[src/rtl/cpd_pkg.sv]
package cpd_pkg;
  localparam int LINE_W = 6;
  localparam int LIM_W  = 4;
  localparam int REQ_W  = 3;

  typedef logic [LINE_W-1:0] line_t;
  typedef logic [LIM_W-1:0]  lim_t;

  typedef struct packed {
    line_t first;
    line_t last;
    lim_t  wmin;
    lim_t  wmax;
  } limits_t;

  // Built-in window and width presets, indexed by scan mode and colour system
  function automatic limits_t preset_limits(input logic pal, input logic prog);
    limits_t p;
    case ({prog, pal})
      2'b00:   p = '{first: 6'd13, last: 6'd21, wmin: 4'd6, wmax: 4'd9};
      2'b01:   p = '{first: 6'd7,  last: 6'd15, wmin: 4'd5, wmax: 4'd8};
      2'b10:   p = '{first: 6'd26, last: 6'd34, wmin: 4'd3, wmax: 4'd5};
      default: p = '{first: 6'd20, last: 6'd28, wmin: 4'd3, wmax: 4'd5};
    endcase
    return p;
  endfunction

  // Required pulse count from the two-bit code
  function automatic logic [REQ_W-1:0] required_pulses(input logic [1:0] sel);
    case (sel)
      2'b00:   return 3'd6;
      2'b01:   return 3'd4;
      2'b10:   return 3'd5;
      default: return 3'd7;
    endcase
  endfunction

  // First line of the final three-line tail, clipped to the window start
  function automatic line_t tail_first(input line_t first, input line_t last);
    if ({1'b0, last} >= ({1'b0, first} + 7'd2)) return last - 6'd2;
    return first;
  endfunction
endpackage

[src/rtl/cpd_line_tracker.sv]
module cpd_line_tracker
  import cpd_pkg::*;
(
  input  logic  clk,
  input  logic  rst_n,
  input  logic  line_start,
  input  logic  frame_start,
  output line_t line_now
);
  localparam line_t LINE_MAX = '1;

  always_ff @(posedge clk) begin
    if (!rst_n)                   line_now <= '0;
    else if (frame_start)         line_now <= line_t'(1);
    else if (line_start && line_now != LINE_MAX)
                                  line_now <= line_now + line_t'(1);
  end

  AST_FRAME_LINE_ONE: assert property (@(posedge clk) disable iff (!rst_n)
    frame_start |=> line_now == line_t'(1));
  AST_LINE_ADVANCE: assert property (@(posedge clk) disable iff (!rst_n)
    (line_start && !frame_start && line_now != LINE_MAX) |=> line_now == $past(line_now) + line_t'(1));
endmodule

[src/rtl/cpd_pulse_meter.sv]
module cpd_pulse_meter
  import cpd_pkg::*;
#(
  parameter int MEAS_W = 6
)(
  input  logic              clk,
  input  logic              rst_n,
  input  logic              sync_n,
  input  logic              oversample,
  input  line_t             line_now,
  output logic              pulse_end,
  output logic [MEAS_W-1:0] width_raw,
  output logic [MEAS_W-1:0] width_eff,
  output line_t             pulse_line
);
  logic sync_q;
  logic fall_evt;

  assign fall_evt  = sync_q & ~sync_n;
  assign pulse_end = ~sync_q & sync_n;

  always_ff @(posedge clk) begin
    if (!rst_n) begin
      sync_q     <= 1'b1;
      width_raw  <= '0;
      pulse_line <= '0;
    end else begin
      sync_q <= sync_n;
      if (fall_evt) begin
        width_raw  <= MEAS_W'(1);
        pulse_line <= line_now;
      end else if (!sync_n && width_raw != '1) begin
        width_raw <= width_raw + MEAS_W'(1);
      end
    end
  end

  assign width_eff = oversample ? (width_raw >> 1) : width_raw;

  AST_PULSE_HAS_WIDTH: assert property (@(posedge clk) disable iff (!rst_n)
    pulse_end |-> width_raw != '0);
  AST_OVS_NOT_WIDER: assert property (@(posedge clk) disable iff (!rst_n)
    (pulse_end && oversample) |-> (width_eff < width_raw || width_raw == MEAS_W'(1)));
endmodule

[src/rtl/cpd_pulse_tally.sv]
module cpd_pulse_tally
  import cpd_pkg::*;
#(
  parameter int MEAS_W = 6,
  parameter int CNT_W  = 5
)(
  input  logic              clk,
  input  logic              rst_n,
  input  logic              pulse_end,
  input  logic [MEAS_W-1:0] width_eff,
  input  line_t             pulse_line,
  input  line_t             line_now,
  input  logic              line_start,
  input  logic              frame_start,
  input  limits_t           lim,
  input  logic [REQ_W-1:0]  required,
  input  logic              progressive,
  output logic              detected
);
  localparam logic [CNT_W-1:0] CNT_MAX = '1;

  logic [CNT_W-1:0] total_cnt, tail_cnt, total_nx, tail_nx;
  logic width_ok, in_win, in_tail, hit, tail_hit, eval_now;
  line_t tail_lo;

  assign tail_lo  = tail_first(lim.first, lim.last);
  assign width_ok = (width_eff >= MEAS_W'(lim.wmin)) && (width_eff <= MEAS_W'(lim.wmax));
  assign in_win   = (pulse_line >= lim.first) && (pulse_line <= lim.last);
  assign in_tail  = (pulse_line >= tail_lo) && (pulse_line <= lim.last);
  assign hit      = pulse_end && width_ok && in_win;
  assign tail_hit = hit && in_tail;
  assign eval_now = line_start && !frame_start && (line_now == lim.last);

  assign total_nx = (hit && total_cnt != CNT_MAX) ? total_cnt + CNT_W'(1) : total_cnt;
  assign tail_nx  = (tail_hit && tail_cnt != CNT_MAX) ? tail_cnt + CNT_W'(1) : tail_cnt;

  always_ff @(posedge clk) begin
    if (!rst_n) begin
      total_cnt <= '0;
      tail_cnt  <= '0;
      detected  <= 1'b0;
    end else begin
      if (frame_start) begin
        total_cnt <= '0;
        tail_cnt  <= '0;
      end else begin
        total_cnt <= total_nx;
        tail_cnt  <= tail_nx;
      end
      if (eval_now)
        detected <= (progressive ? total_nx : tail_nx) >= CNT_W'(required);
    end
  end

  AST_TAIL_WITHIN_TOTAL: assert property (@(posedge clk) disable iff (!rst_n)
    tail_cnt <= total_cnt);
  AST_CLEAR_ON_FRAME: assert property (@(posedge clk) disable iff (!rst_n)
    frame_start |=> (total_cnt == '0 && tail_cnt == '0));
  AST_FLAG_HOLD: assert property (@(posedge clk) disable iff (!rst_n)
    !eval_now |=> $stable(detected));
endmodule

[src/rtl/cpd_detector.sv]
module cpd_detector
  import cpd_pkg::*;
#(
  parameter int MEAS_W = 6,
  parameter int CNT_W  = 5
)(
  input  logic       clk,
  input  logic       rst_n,
  input  logic       sync_n,
  input  logic       line_start,
  input  logic       frame_start,
  input  logic [3:0] cfg_wmin,
  input  logic [3:0] cfg_wmax,
  input  logic [5:0] cfg_first,
  input  logic [5:0] cfg_last,
  input  logic [1:0] cfg_count_sel,
  input  logic       cfg_use_prog,
  input  logic       cfg_oversample,
  input  logic       cfg_progressive,
  input  logic       cfg_pal,
  output logic       detected
);
  line_t             line_now, pulse_line;
  logic              pulse_end;
  logic [MEAS_W-1:0] width_raw, width_eff;
  limits_t           lim_prog, lim_eff;
  logic [REQ_W-1:0]  required;

  assign lim_prog = '{first: cfg_first, last: cfg_last, wmin: cfg_wmin, wmax: cfg_wmax};
  assign lim_eff  = cfg_use_prog ? lim_prog : preset_limits(cfg_pal, cfg_progressive);
  assign required = required_pulses(cfg_count_sel);

  cpd_line_tracker u_lines (
    .clk(clk), .rst_n(rst_n), .line_start(line_start),
    .frame_start(frame_start), .line_now(line_now)
  );

  cpd_pulse_meter #(.MEAS_W(MEAS_W)) u_meter (
    .clk(clk), .rst_n(rst_n), .sync_n(sync_n), .oversample(cfg_oversample),
    .line_now(line_now), .pulse_end(pulse_end), .width_raw(width_raw),
    .width_eff(width_eff), .pulse_line(pulse_line)
  );

  cpd_pulse_tally #(.MEAS_W(MEAS_W), .CNT_W(CNT_W)) u_tally (
    .clk(clk), .rst_n(rst_n), .pulse_end(pulse_end), .width_eff(width_eff),
    .pulse_line(pulse_line), .line_now(line_now), .line_start(line_start),
    .frame_start(frame_start), .lim(lim_eff), .required(required),
    .progressive(cfg_progressive), .detected(detected)
  );

  AST_RESET_CLEAR: assert property (@(posedge clk)
    !rst_n |=> !detected);
endmodule

[config.mk]
export PLATFORM = sky130hd
export DESIGN_NAME = cpd_detector
export DESIGN_NICKNAME = d
export VERILOG_FILES = /design/src/rtl/cpd_pkg.sv /design/src/rtl/cpd_line_tracker.sv /design/src/rtl/cpd_pulse_meter.sv /design/src/rtl/cpd_pulse_tally.sv /design/src/rtl/cpd_detector.sv
export SDC_FILE = /design/constraint.sdc
export NUM_CORES = 1
export LEC_CHECK = 0
export BUFFER_PORTS_ARGS = -buffer_cell sky130_fd_sc_hd__buf_2
export CAP_MARGIN = 25
export CORE_ASPECT_RATIO = 1.75
export CORE_UTILIZATION = 30
export DETAILED_ROUTE_END_ITERATION = 16
export GPL_ROUTABILITY_DRIVEN = 0
export PLACE_DENSITY = 0.58
export RECOVER_POWER = 25
export SYNTH_ARGS = -nofsm -noshare
export SYNTH_HDL_FRONTEND = slang
export SYNTH_HIERARCHICAL = 1
export SYNTH_SLANG_ARGS = --single-unit
[constraint.sdc]
create_clock -name clk -period 7.65 [get_ports clk]
set_input_delay 1.9125 -clock clk [delete_from_list [all_inputs] [get_ports clk]]
set_output_delay 1.9125 -clock clk [all_outputs]
set_load 0.01 [all_outputs]
Word-level counts from Yosys, hierarchy flattened
Cells that the tools add are included.
{ "totals": {"memories": 0, "input_bits": 31, "ram_bits": 0, "latchBits": 0, "elab_cells": 70, "mem_bits_ro": 0, "reg_bits": 30, "out_inout_bits": 1} }
{ "classes": {"mul": 0, "magnitude_cmp": 7, "add_sub_neg": 6, "muxes": 14, "reduce_logical": 20, "n_eq_ne": 9, "shift": 0, "n_bitwise": 5, "div_mod_pow": 0} }
{ "ops": {"columns": ["op", "n"], "rows": [
  ["case mux 19 bit (3 select lines)", 1],
  ["two-way mux 20 bit", 1],
  ["two-way mux 6 bit", 3],
  ["two-way mux 5 bit", 3],
  ["adder 6 x 1 -> 6 bit, second input constant", 2],
  ["greater-or-equal comparator 6 bit", 2],
  ["logical AND 1 bit", 12],
  ["!= test 6 bit, second input constant", 2],
  ["adder 5 x 1 -> 5 bit, second input constant", 2],
  ["!= test 5 bit, second input constant", 2],
  ["adder 6 x 2 -> 7 bit, second input constant", 1],
  ["greater-or-equal comparator 6 x 7 -> 1 bit", 1],
  ["equality test 6 bit", 1],
  ["greater-or-equal comparator 6 x 4 -> 1 bit", 1],
  ["<= comparator 6 x 4 -> 1 bit", 1],
  ["<= comparator 6 bit", 1],
  ["case mux 2 bit (3 select lines)", 1],
  ["subtractor 6 x 2 -> 6 bit, second input constant", 1],
  ["greater-or-equal comparator 5 x 3 -> 1 bit", 1],
  ["two-way mux 1 bit", 5],
  ["equality test 2 x 1 -> 1 bit, second input constant", 2],
  ["equality test 2 bit, second input constant", 2],
  ["zero test 2 bit", 2],
  ["nonzero test 2 bit", 2],
  ["4 further kinds", 9]
]} }

Depth between registers and ports, before layout
Gate-level depths: netlist of run 1.
{ "logic_depth": {"depth_word": 14, "mapped_depth": 27, "mapped_depth_nobuf": 27} }

By module
Netlist of run 1, hierarchy kept.
{ "by_module_without_submodules": {"columns": ["mod", "area_per_inst_um2", "instances", "seq_area_each_um2", "cells_per_inst"], "rows": [
  ["cpd_pulse_tally", 1696.6, 1, 220.2, 199],
  ["cpd_pulse_meter", 663.1, 1, 260.2, 73],
  ["cpd_detector", 405.4, 1, 0.0, 61],
  ["cpd_line_tracker", 301.5, 1, 120.1, 34]
]} }

Worst setup path after synthesis of run 1
Ideal clock, no wire load.
{ "synth_timing": {"path_type": "input to register", "from": "in cfg_progressive", "to": "reg u_tally.detected", "stages": 26, "required_time_ps": 7522, "setup_ps": 128, "n_path_buf": 0, "path_slack_ps": 1254, "t_arrival_ps": 6268, "cell_sequence": "ha_1 or2_4 o21ai_1 inv_1 ha_1 nand2b_1 a21o_1 a21o_1 a21oi_1 o21ai_0 o31ai_2 mux2_2 ha_1 a21o_1 a31oi_1 o21ai_0 nand4b_1 nor2_2 xnor2_1 mux2_2 ha_1 nand2b_1 a21oi_1 nor2b_1 o21ai_0 o211ai_1"} }
{ "synth_lines": {"columns": ["item", "line", "source"], "rows": [
  ["from (decl)", "cpd_detector.sv:19", "input logic cfg_progressive,"],
  ["to (signal assigned)", "cpd_pulse_tally.sv:51", "detected <= (progressive ? total_nx : tail_nx) >= CNT_W'(required);"],
  ["to (decl)", "cpd_pulse_tally.sv:18", "output logic detected"]
]} }

==> results of run 1 <==
[state kept, by name, indices dropped and copies added (netlist names)]
name	cells
u_tally/detected	1
u_tally/total_cnt	5
u_tally/tail_cnt	5
u_meter/width_raw	6
u_lines/line_now	6
u_meter/sync_q	1
u_meter/pulse_line	6
[cell usage after synthesis (all sizes together) (4+ instances only)]
| cell type | count | area share |
|---|---|---|
| nor3 | 6 | 0.015 |
| mux2 | 10 | 0.038 |
| nor2b | 9 | 0.019 |
| nand2 | 39 | 0.048 |
| xnor2 | 12 | 0.034 |
| nor2 | 19 | 0.024 |
| xor2 | 7 | 0.020 |
| buf | 5 | 0.015 |
| mux2i | 10 | 0.033 |
| inv | 34 | 0.042 |
| and2 | 4 | 0.0082 |
| and3 | 6 | 0.016 |
| nand3 | 10 | 0.018 |
| o21ai | 23 | 0.041 |
| a31oi | 4 | 0.0082 |
| dfxtp | 30 | 0.20 |
| and4 | 4 | 0.012 |
| a21o | 5 | 0.012 |
| a21oi | 19 | 0.031 |
| ha | 53 | 0.22 |
| a21boi | 7 | 0.017 |
| nand2b | 11 | 0.023 |
[power groups by stage]
stage	combinational [W]	clock [W]	sequential, W
2_1_floorplan	0.0000859	0	0.000164
3_3_place_gp	0.000115	0	0.000164
3_5_place_dp	0.000118	0	0.000164
4_1_cts	0.000119	0.000203	0.000161
5_1_grt	0.000135	0.000207	0.000161
6_report	0.000118	0.000196	0.000161
[area by class of cell]
class                           instances  area [sq um]
Clock inverter                          1          5.00
Timing Repair Buffer                   32           161
Multi-Input combinational cell        296          2290
Clock buffer                            7           143
Fill cell                            1051          6430
Sequential cell                        30           601
Inverter                               34           128
Tap cell                              125           156
[worst register-to-register path, stage by stage, from the launching register on]
cell and delay (ps):
sky130_fd_sc_hd__dfxtp_1 360, sky130_fd_sc_hd__mux2_2 310, sky130_fd_sc_hd__ha_1 310, sky130_fd_sc_hd__nor2b_1 160, sky130_fd_sc_hd__a2111oi_4 370, sky130_fd_sc_hd__o221ai_2 290, sky130_fd_sc_hd__nor3_4 310, sky130_fd_sc_hd__xnor2_1 140
sky130_fd_sc_hd__mux2_2 280, sky130_fd_sc_hd__ha_1 260, sky130_fd_sc_hd__nand2b_1 140, sky130_fd_sc_hd__a21oi_1 140, sky130_fd_sc_hd__nor2b_1 50, sky130_fd_sc_hd__o21ai_0 130, sky130_fd_sc_hd__o211ai_1 100
[path summary, 6_finish.rpt]
kind | start | endpoint
min | u_meter/pulse_line[0] | u_meter/pulse_line[0]
min reg2reg | u_meter/pulse_line[0] | u_meter/pulse_line[0]
max | cfg_progressive | u_tally/detected
max reg2reg | u_meter/width_raw[2] | u_tally/detected
[stage by stage]
step | hold slack [ps] | power (W) | util | setup slack (ps)
2_1_floorplan | 443 | 0.000249 | - | 1250
3_3_place_gp | 455 | 0.000279 | 0.336 | 754
3_5_place_dp | 465 | 0.000283 | 0.336 | 594
4_1_cts | 473 | 0.000483 | 0.351 | 873
5_1_grt | 513 | 0.000502 | 0.351 | 485
6_report | 469 | 0.000475 | 0.351 | 871
[metal layers]
metal / up-vias / share of wire
met5: - / 0
met4: 0 / 0.057
met3: 23 / 0.028
met2: 69 / 0.54
met1: 1230 / 0.38
li1: 1371 / -
[cells by family (layout without fill, tap and decap cells)]
family / after synthesis / count (layout)
AOI/OAI and AO/OA: 79 / 79
xor gates and xnor gates: 19 / 19
adders and majority gates: 53 / 53
buffers and inverters: 41 / 74
DFF: 30 / 30
muxes: 20 / 20
other: 1 / 1
and+or+nand+nor: 124 / 124
==> impl.org, run 1 <==
** Setup path
- Cell depth of the worst flop-to-flop path :: 14
- Counting buffers and inverters, the worst setup path is 27 cells deep.
- Crit path max-delay cell type :: sky130_fd_sc_hd__mux2_2
- Buf+Inv Stages, Crit Path :: 2
- The worst setup path is launched from a primary input.
- Highest cell delay on the worst timing path :: between 400 and 500 ps
- STA classifies the critical path endpoint as a register.
- Across all register-to-register paths, the minimum setup slack is ~4200 ps.
- By instance count, the cell type seen most on the critical path is sky130_fd_sc_hd__ha_1.
- Highest fanout seen on the critical path :: 10
- Data on the critical path is required at its endpoint by around 8000 ps.
- STA puts the critical path data arrival time at 6940 ps.
- In this design, the largest share of critical-path delay is due to compound AO/OA/AOI/OAI gates.
- The critical path is of the primary input to register type.

** Pwr
- Across the VDD grid, the largest voltage drop is roughly 0.074 mV.
- Sw power :: roughly 0.00014 W
- Part of the total power dissipated in the clock network :: 0.413
- Of the total power, combinational logic draws 0.249.
- Dividing total power by cell area gives a power density of ~140 nW/um^2.
- Of the total power, registers draw 0.339.
- Summed over all cells, the static leakage comes to 1.60 nW.
- Of the total power, the share spent switching nets is 0.288.
- Cell internal power was estimated by the tool at 0.000339 W.

** Min path
- The tightest min-delay check is of the register to register type.
- Cell depth of the worst min-delay path :: 2

** Timing
- Setup TNS :: 0 ps
- Final Critical Period :: a little under 7000 ps
- Part of the cycle the worst path needs :: 0.886
- For the pin with the worst max-slew slack, the measured transition is 867 ps.
- Setup violations remaining at the end of the flow were counted as 0.
- Number of hold violations in the final report :: 0
- Clock skew :: 4.67 ps
- For this run, the top clock speed supported by timing is around 150 MHz.
- In this run the tightest slew margin relative to its limit is 0.422.
- Number of slew-limit violations in the final report :: 0
- Setup repair after global routing left no endpoint under its margin.

** Synth
- Combinational family with the most area after synthesis :: simple AND/OR/NAND/NOR gates
- Number of synthesized flops with an enable pin :: 0
- During synthesis, Yosys emitted a total of 6 warnings.
- After technology mapping, the gate count stands at between 300 and 400.
- For this run, the leading register cell type out of synthesis is sky130_fd_sc_hd__dfxtp_1.
- Synthesized-area fraction occupied by ao, oa, aoi and oai cells :: 0.180
- Post-synthesis async set-or-reset flop share :: 0
- Counting flops and latches in the post-synthesis netlist gives 30.
- Syn nets :: between 400 and 500
- Post-Synthesis Cell Area :: about 3100 sq um
- Share of the yosys chip area belonging to registers :: 0.196
- Adder-cell share of the synthesized area :: 0.216
- XOR/XNOR share of the synthesized area :: 0.0543
- Synthesis instantiated 64 different standard cells from the library.
- Syn_area_per_cell :: around 8.4 sq um
- Of the total synthesized cell area, the portion taken by AND, OR, NAND and NOR gates is 0.224.
- The portion of synthesized area spent on multiplexers is 0.0706.

** Outcome
- Result of the run :: completed

** Floorplan
- I/O Pins :: 32
- Core Box Area :: roughly 9900 sq um
- Floorplan die width :: just under 80 um
- After floorplanning, the core was divided into between 40 and 50 placement rows.
- The floorplan step set the die height to about 140 um.
- For this configuration, the core starts out at a cell density of 0.309.
- Die Area :: around 11,000 sq um

** Routing
- Post-detailed-route count of antenna-violating nets :: 0
- The final route contains 2,693 vias.
- Dividing the detail-routed via count by the number of cells gives 5.13.
- Drt initial violations :: 110
- Drc violations :: 0
- Wires add up to roughly 7.3 mm.
- Drt first pass iters :: 4
- Average wire per standard cell :: roughly 14 um

** Clock network
- Worst-path clk slew :: about 50 ps
- TritonCTS built the clock tree.
- Buffers inserted to repair hold after CTS numbered 0.
- Number of buffers created by CTS :: 5
- Library cell used as clock root buffer :: sky130_fd_sc_hd__clkbuf_16
- Maximum buffer depth of the clock tree :: 2
- Post-CTS setup repair buffer count :: 0
- The clock net in this run drives a total of 30 sinks.
- In this run, post-CTS repair resized a total of 0 instances.
- H-tree level count :: 2
- Clock latency on the worst-skew pair, taken at its later pin, is 280 ps.

** Place
- After legalization and detailed placement, the total HPWL measured approximately 6.0 mm.
- In this run, placement finished with an instance count of just over 500.
- In this run the cell area measured after placement is roughly 3300 sq um.
- Buffers placed on the I/O ports in this run total 31.

** Finish
- Total Nets Final :: 483
- After the flow finishes, the layout carries non-filler instances totaling between 500 and 600.
- Once layout is done, the placed cells without fillers occupy between 3000 and 4000 sq um.
- Most frequent cells in the layout :: sky130_fd_sc_hd__ha_1, sky130_fd_sc_hd__nand2_1, sky130_fd_sc_hd__inv_1
- The area growth from synthesis to layout is 13.5%.
- Of the cells placed in the final design, the portion with a size suffix greater than 1 is 0.170.
- Antenna diode count :: 0
- Most frequent standard cell in the layout excluding fill and tap cells :: sky130_fd_sc_hd__ha_1

** GRT
- Via count of the first global-routing pass :: between 2,000 and 3,000
- Number of antenna violations at the first check in global routing :: 0
- GRT Resource Usage Total :: 0.149
- GR peak layer :: met2
- For this run, global-route usage on met2 was measured as 0.294.
- First-pass GRT wire length :: between 10 and 15 mm
- Entering global routing, the biggest net connects 30 pins.
- Grt met1 use :: 0.135
- In the global route stage, met3 resource usage came out at 0.0148.
- After global routing the overflow that remains totals 0.

** Flow run
- Across the run, the number of max-cap violations was 0.
Power figures use the tool's default switching activity.
==> run 2, diff against run 1 <==
--- a/config.mk
+++ b/config.mk
@@ -9,6 +9,7 @@
 export CAP_MARGIN = 25
 export CORE_ASPECT_RATIO = 1.75
 export CORE_UTILIZATION = 30
+export CTS_BUF_LIST = sky130_fd_sc_hd__clkbuf_2 sky130_fd_sc_hd__clkbuf_4 sky130_fd_sc_hd__clkbuf_8
 export DETAILED_ROUTE_END_ITERATION = 16
 export GPL_ROUTABILITY_DRIVEN = 0
 export PLACE_DENSITY = 0.58
==> run 2 against run 1 <==
Against the previous run: non-clock buffer count did not move; via count fell by 0.48%; clock power fell by 30%; die area did not move; global-route usage barely moved; combinational power barely moved; clock-buffer cell count did not move; sequential power barely moved; power fell by 12%; fmax barely moved; utilization fell by 0.53 points; critical endpoint unchanged; largest cell class unchanged.
==> impl.org, run 2 (synthesized netlist as in run 1, its figures left out) <==
** Outcome
- Result of the run :: completed

** Clock network
- CTS Hold Bufs :: 0 (unchanged)
- Number of buffers created by CTS :: 5 (unchanged)
- Post-CTS setup repair buffer count :: 0 (unchanged)
- TritonCTS built the clock tree.
- The clock transition at the registers of the reported paths is 60 ps (about the same).
- Count of clock tree sinks :: 30 (unchanged)
- The H-tree depth is 2 (unchanged).
- Library cell used as clock root buffer :: sky130_fd_sc_hd__clkbuf_8
- Cells resized by post-CTS repair :: 0 (unchanged)
- Maximum buffer depth of the clock tree :: 2 (unchanged)
- Clock latency at the later pin of the worst-skew pair :: 290 ps (about the same)

** Pwr
- Total Power :: 0.000416 W (-12%)
- The power density over the cells came to 122 nW/um^2 (-11%).
- Peak VDD IR :: 0.0496 mV (-33%)
- Total leakage power :: 1.57 nW (-1.4%)

** Setup path
- WS Path Type :: primary input to register
- Tracing the worst setup path back leads to its startpoint at cfg_progressive.
- Source of the worst register-to-register timing path :: u_meter/width_raw[2]
- The setup slack of the worst register-to-register path is 4210 ps (+20 ps).
- The logic depth of the worst register-to-register path is 14 (unchanged).
- The top fanout value on the critical path came to 10 (unchanged).
- CP Capture Type :: register
- Required time of the worst setup path :: 7820 ps (about the same)
- The critical path arrival was 6940 ps (about the same).
- Worst flop-to-flop path endpoint :: u_tally/detected
- STA classifies the critical path startpoint as a primary input.

** Timing
- The hold slack was 471 ps (+2.15 ps).
- The highest attainable clock frequency came to 148 MHz (about the same).
- Final setup violating endpoints :: 0 (unchanged)
- The share of the clock period used by the worst path after layout came to 0.885 (about the same).
- The worst clock skew was 7.30 ps (+2.63 ps).
- The slew at the pin with the worst max-slew slack is 884 ps (+16.4 ps).
- Setup repair after global routing left no endpoint under its margin.
- The max-slew headroom at the worst pin was 0.411 (-0.0109).
- The final-report hold violation count came to 0 (unchanged).
- Setup TNS :: 0 ps (unchanged)
- The minimum period implied by the final worst setup slack is 6770 ps (-6.53 ps).
- Number of slew-limit violations in the final report :: 0 (unchanged)

** Floorplan
- Floorplan die width :: 78.4 um (unchanged)
- Die Area :: 10,600 sq um (unchanged)
- Starting density of the core :: 0.309 (unchanged)
- Core Box Area :: 9910 sq um (unchanged)
- I/O Pins :: 32 (unchanged)
- Die span in y :: 136 um (unchanged)
- Standard-cell rows :: 48 (unchanged)

** Routing
- Count of vias placed by the detailed router :: 2,680 (-0.48%)
- The first-pass detailed-route iteration total was 4 (unchanged).
- Post-detailed-route count of antenna-violating nets :: 0 (unchanged)
- DR vias/cell :: 5.10 (-0.48%)
- The remaining routing DRC violations was 0 (unchanged).
- The average wire per standard cell came to 13.9 um (+0.16%).
- Drt initial violations :: 81 (-26%)
- Overall routed net length :: 7.31 mm (+0.16%)

** GRT
- Leftover overflow at the end of global routing :: 0 (unchanged)
- The total track usage was 0.149 (+0.000279).
- Number of antenna violations at the first check in global routing :: 0 (unchanged)
- First-pass GRT wire length :: 12.4 mm (+0.11%)
- The via count of the first global-routing pass is 2,746 (-0.47%).
- Largest net degree at the start of global routing :: 30 (unchanged)

** Finish
- Final Util :: 0.346 (-0.00530)
- The largest registers in the layout are u_lines/line_now: 6 flops, u_meter/pulse_line: 6 flops, u_meter/width_raw: 6 flops.
- Share of final-layout standard cells stronger than drive strength 1 :: 0.173 (+0.00250)
- The antenna diode count was 0 (unchanged).
- From synthesis to final layout, the design area changed by 11.8%.
- The cell area after layout came to 3430 sq um (-1.5%).
- The count of nets after finishing is 483 (unchanged).
- The top cell types in the final layout, fill and taps aside, are sky130_fd_sc_hd__ha_1, sky130_fd_sc_hd__nand2_1, sky130_fd_sc_hd__inv_1.
- Leaving out fill and tap cells, the most frequent cell in the layout is sky130_fd_sc_hd__ha_1.

** Min path
- Worst min-delay path startpoint :: u_meter/pulse_line[0]
- The path with the worst hold slack has its endpoint at u_meter/pulse_line[0].
- Cell depth of the worst min-delay path :: 2 (unchanged)
- Hold Crit Class :: register to register

** Place
- The quantity of I/O buffers inserted on ports came to 31 (unchanged).
- Half-perimeter wire length after placement :: 6.03 mm (unchanged)
- Total cell area at the placement stage :: 3330 sq um (unchanged)

** Flow run
- The max-capacitance violation count came to 0 (unchanged).
[run 2: layout make-up]
| cell class | count | area, sq um |
|---|---|---|
| timing repair buffer | 32 | 161 |
| fill | 1056 | 6480 |
| clock inverter | 1 | 5.00 |
| multi-input combinational | 296 | 2290 |
| sequential | 30 | 601 |
| clock buffer | 7 | 90.1 |
| inverter | 34 | 128 |
| tap | 125 | 156 |
[run 2: routing by layer]
metal	routed length, um	track usage	up-vias
met3	172	0.0135	26
met4	422	0.110	0
li1	-	-	1365
met1	2820	0.139	1232
met5	0	0	-
met2	3900	0.293	57
[run 2: worst max path at each step]
stage                        to  slack, ps  cells past startpoint
2_1_floorplan  u_tally/detected       1250                     26
3_3_place_gp   u_tally/detected        750                     27
3_5_place_dp   u_tally/detected        590                     27
4_1_cts        u_tally/detected        890                     27
5_1_grt        u_tally/detected        500                     28
6_report       u_tally/detected        880                     27
[run 2: stage by stage]
step	instances	worst slack, ps
5_1_grt	525	501
4_1_cts	525	888
3_3_place_gp	517	754
2_1_floorplan	367	1250
6_report	525	877
3_5_place_dp	517	594
[run 2: critical path: stages]
cell and delay, ps:
sky130_fd_sc_hd__buf_2 170, sky130_fd_sc_hd__ha_1 240, sky130_fd_sc_hd__or2_4 260, sky130_fd_sc_hd__o21ai_1 320
sky130_fd_sc_hd__inv_1 90, sky130_fd_sc_hd__ha_1 290, sky130_fd_sc_hd__nand2b_1 150, sky130_fd_sc_hd__a21o_1 180
sky130_fd_sc_hd__a21o_1 160, sky130_fd_sc_hd__a21oi_1 130, sky130_fd_sc_hd__o21ai_0 140, sky130_fd_sc_hd__o31ai_2 200
sky130_fd_sc_hd__mux2_2 410, sky130_fd_sc_hd__ha_1 290, sky130_fd_sc_hd__a21o_1 110, sky130_fd_sc_hd__a31oi_1 30
sky130_fd_sc_hd__o21ai_0 170, sky130_fd_sc_hd__nand4b_1 220, sky130_fd_sc_hd__nor2_2 260, sky130_fd_sc_hd__xnor2_1 110
sky130_fd_sc_hd__mux2_2 270, sky130_fd_sc_hd__ha_1 260, sky130_fd_sc_hd__nand2b_1 140, sky130_fd_sc_hd__a21oi_1 140
sky130_fd_sc_hd__nor2b_1 50, sky130_fd_sc_hd__o21ai_0 130, sky130_fd_sc_hd__o211ai_1 100
[run 2: power by group]
part	total [W]	internal [W]	switching, W
registers	0.000161	0.000158	0.00000272
clock network	0.000137	0.0000760	0.0000615
logic	0.000118	0.0000515	0.0000667
total	0.000416	0.000286	0.000131
